--- src/rtl/afc_pkg.sv ---
package afc_pkg;

    localparam int CAUSE_W = 5;

    localparam logic [CAUSE_W-1:0] CAUSE_MISALIGN = 5'd1;
    localparam logic [CAUSE_W-1:0] CAUSE_IBUS     = 5'd3;
    localparam logic [CAUSE_W-1:0] CAUSE_DBUS     = 5'd4;
    localparam logic [CAUSE_W-1:0] CAUSE_STACK    = 5'd7;

    typedef enum logic [1:0] {
        SZ_BYTE = 2'b00,
        SZ_HALF = 2'b01,
        SZ_WORD = 2'b10,
        SZ_WIDE = 2'b11
    } acc_size_e;

    typedef enum logic {
        ST_QUIET = 1'b0,
        ST_TRAP  = 1'b1
    } trap_state_e;

endpackage

--- src/rtl/afc_classify.sv ---
module afc_classify
    import afc_pkg::*;
#(
    parameter int ADDR_W = 32,
    parameter int STAT_W = 32,
    parameter int REG_W  = 5
) (
    input  logic              acc_valid,
    input  logic [ADDR_W-1:0] acc_addr,
    input  acc_size_e         acc_size,
    input  logic              acc_write,
    input  logic [REG_W-1:0]  acc_rd,
    input  logic              acc_stack,
    input  logic [ADDR_W-1:0] stk_lo,
    input  logic [ADDR_W-1:0] stk_hi,
    input  logic              bus_err,
    input  logic              bus_ifetch,
    input  logic [ADDR_W-1:0] bus_addr,
    input  logic              exc_enable,
    input  logic              itrap_en,
    input  logic              dtrap_en,
    output logic              load_addr,
    output logic              load_stat,
    output logic              raise,
    output logic [ADDR_W-1:0] new_addr,
    output logic [STAT_W-1:0] new_stat
);

    localparam int RD_LSB  = CAUSE_W;
    localparam int WR_BIT  = RD_LSB + REG_W;
    localparam int WD_BIT  = WR_BIT + 1;

    logic [1:0] size_mask;
    logic       is_word;
    logic       bus_live;
    logic       stk_bad;
    logic       misal;
    logic       side_trap;

    always_comb begin
        unique case (acc_size)
            SZ_BYTE: size_mask = 2'b00;
            SZ_HALF: size_mask = 2'b01;
            SZ_WORD,
            SZ_WIDE: size_mask = 2'b11;
        endcase
    end

    assign is_word   = acc_size[1];
    assign bus_live  = bus_err && exc_enable;
    assign stk_bad   = acc_valid && acc_stack && ((acc_addr < stk_lo) || (acc_addr > stk_hi));
    assign misal     = acc_valid && ((acc_addr[1:0] & size_mask) != 2'b00);
    assign side_trap = bus_ifetch ? itrap_en : dtrap_en;

    always_comb begin
        load_addr = 1'b0;
        load_stat = 1'b0;
        raise     = 1'b0;
        new_addr  = acc_addr;
        new_stat  = '0;
        if (bus_live) begin
            load_addr     = 1'b1;
            load_stat     = side_trap;
            raise         = side_trap;
            new_addr      = bus_addr;
            new_stat[CAUSE_W-1:0] = bus_ifetch ? CAUSE_IBUS : CAUSE_DBUS;
        end else if (stk_bad) begin
            load_addr     = 1'b1;
            load_stat     = 1'b1;
            raise         = 1'b1;
            new_stat[CAUSE_W-1:0] = CAUSE_STACK;
        end else if (misal) begin
            load_addr     = 1'b1;
            load_stat     = 1'b1;
            raise         = exc_enable;
            new_stat[CAUSE_W-1:0]      = CAUSE_MISALIGN;
            new_stat[WR_BIT-1:RD_LSB]  = acc_rd;
            new_stat[WR_BIT]           = acc_write;
            new_stat[WD_BIT]           = is_word;
        end
    end

    always_comb begin
        assert (!(raise && !load_addr)) else $error("AST_RAISE_WITHOUT_RECORD");
        assert (!(load_stat && !load_addr)) else $error("AST_STAT_WITHOUT_ADDR");
    end

endmodule

--- config.mk ---
export PLATFORM = sky130hd
export DESIGN_NAME = afc_classify
export DESIGN_NICKNAME = d
export VERILOG_FILES = /design/src/rtl/afc_pkg.sv /design/src/rtl/afc_classify.sv
export SDC_FILE = /design/constraint.sdc
export NUM_CORES = 1
export LEC_CHECK = 0
export BUFFER_PORTS_ARGS = -buffer_cell sky130_fd_sc_hd__buf_2
export CAP_MARGIN = 15
export CORE_MARGIN = 10
export CORE_UTILIZATION = 36
export DETAILED_ROUTE_END_ITERATION = 10
export PLACE_DENSITY = 0.82
export SLEW_MARGIN = 40
export SYNTH_ARGS = -nofsm -noshare
export SYNTH_HDL_FRONTEND = slang
export SYNTH_SLANG_ARGS = --single-unit
--- constraint.sdc ---
create_clock -name vclk -period 2.5
set_input_delay 0.5 -clock vclk [all_inputs]
set_output_delay 0.5 -clock vclk [all_outputs]
set_load 0.05 [all_outputs]
==> results.cfg <==
[outcome]
status = finished with violations
violations = negative setup slack

[cells_and_area]
n_clock_buffer = 0
areaGrowthSynthToFinish_pct = 87.9
finalInstanceArea_um2 = 4310
nNetsFinal = 741
seq_area_um2 = 0
final_cell_mix = buf_2, inv_1, ha_1, buf_4, mux2_2
nFlopsAndLatches = 0
layout-drive-gt1-share_pct = 62.9
mostFrequentLayoutCell = buf_2

[detailed_routing]
antenna_left = 0
route.top_layer_used = met4
dr_wl_met2_um = 5690
drt_iter0_markers = 29
post-route-drc-count = 0
drt_first_pass_iters = 2
vias = 3012
drt-total-wl_um = 10200
wire_per_inst_um = 16.8
drt-met1-wl_um = 3350
viasPerCell = 4.93
wl_met3_um = 885

[global_route]
grt_util_all_layers_pct = 18.0
grt_overflow_total = 0
grt_max_degree = 19
grt_pass1_wl_um = 15400
first_global_vias = 3386
antenna_found_initial = 1

[placed_design]
dpl.hpwl_um = 8780
globalplace.congestion = 0.854
placed_area_um2 = 3800
port-buffer-count = 188
pre_cts_ws_ns = -0.733

[timing]
rsz0062_at_grt = yes
setup_viol = 13
period_needed_ns = 3.04
setup_ws_ns = -0.544
hold_viol_final = 0
fin_crit_sh_pct = 122
fin_setup_tns_ns = -6.50
fmax_mhz = 328
maxSlewViolCount = 0

[floorplanning]
dieArea_um2 = 9960
design.core.area_um2 = 6280
rows = 29
initial_core_util_pct = 36.5
die_h_um = 99.8
pin_count = 210
fp.dieW_um = 99.8

[setup_path]
arrival_ns = 2.54
cp.required_ns = 2.00
critical_path.startpoint = acc_addr[14]
worstSetupStartpointType = primary input
end_kind = output port
critPathMaxFanout = 5
crit_type = primary input to output port

[min_path]
hold_start = bus_ifetch
worstHoldPathType = primary input to output port
hold_depth = 3

[power_and_ir_drop]
fin_total_pwr_mw = 0.996
peakVddDrop_mv = 0.163
leakagePower_nw = 2.32
pwr_density_cell_nw_per_um2 = 231

[clock_network]
postCtsHoldBufs = 0

[synthesis]
ys_seq_area_share_pct = 0
synthDominantCellAreaShare_pct = 34.4
syn_avg_cell_area_um2 = 7.35
synth_top_area_cell = ha_1
synthTopCellsByArea = ha_1, mux2_2, inv_1
yosysWarningCount = 0
mappedNetlistArea_um2 = 2290
synth_cell_types = 34
syn_inst = 312

[job]
drv_cap = 0
layer usage:
layer  up-vias  track usage, %
met5         -               0
met4         0            4.30
met3        22            5.08
met2       120            37.0
met1      1380            16.6
li1       1490               -
cell families (layout without fill, tap and decap cells):
kind of cell,after synthesis,in the layout,synth area share [%]
AOI/OAI and AO/OA,62,62,16.4
adders and majority gates,63,63,34.4
buffers and inverters,90,290,18.7
muxes,33,33,16.1
other,1,23,0.164
and+or+nand+nor,63,63,14.2
final timing paths:
path	end	slack, ns
setup / recovery	new_stat[2]	-0.54
hold / removal	new_stat[2]	1.35
power breakdown:
group	switching, mW	internal, mW	leakage [nW]
Clock	0	0.0000000535	0.00000634
Combinational	0.582	0.414	2.32
Sequential	0	0	0
final cells by class:
cell class / instances / area [um2]
Multi-Input combinational cell: 243 / 2410
Timing Repair Buffer: 226 / 1510
Antenna cell: 1 / 2.50
Fill cell: 507 / 1970
Inverter: 64 / 295
Tap cell: 77 / 96.3
synth_stat cells (all sizes together):
cell type / n
inv: 64
ha: 63
mux2: 32
a21oi: 27
buf: 23
nand2: 20
nand4: 12
o21ai: 12
a21o: 8
and3: 8
nand3: 7
nor2: 6
a211oi: 4
clkbuf: 3
nand2b: 3
a211o: 2
a21boi: 2
a31oi: 2
nor3: 2
nor4: 2
a221oi: 1
a31o: 1
and2: 1
conb: 1
mux2i: 1
nor2b: 1
nor3b: 1
o211ai: 1
o31a: 1
o31ai: 1
metrics by stage:
| step | std cells | hold WS, ns | utilization [%] |
|---|---|---|---|
| after global routing | 611 | 1.37 | 68.6 |
| after CTS | 606 | 1.35 | 65.0 |
| final | 611 | 1.35 | 68.6 |
| after detailed placement | 602 | 1.40 | 60.6 |
| after floorplan | 333 | 1.11 | - |
| after global placement | 602 | 1.40 | 60.6 |
worst max-delay path: stages:
cell	delay, ns
buf_2	0.14
ha_1	0.34
nand4_1	0.17
a21oi_2	0.06
o31a_1	0.29
a211o_1	0.29
a31o_4	0.28
buf_16	0.14
mux2i_4	0.13
buf_6	0.18
what timing repair did:
item                       CTS  global route
pin swaps                   20            22
setup buffers                3             4
gates resized for setup     61            43
setup endpoints to repair   13            13
gates cloned                 1             0
Power figures use the tool's default switching activity.
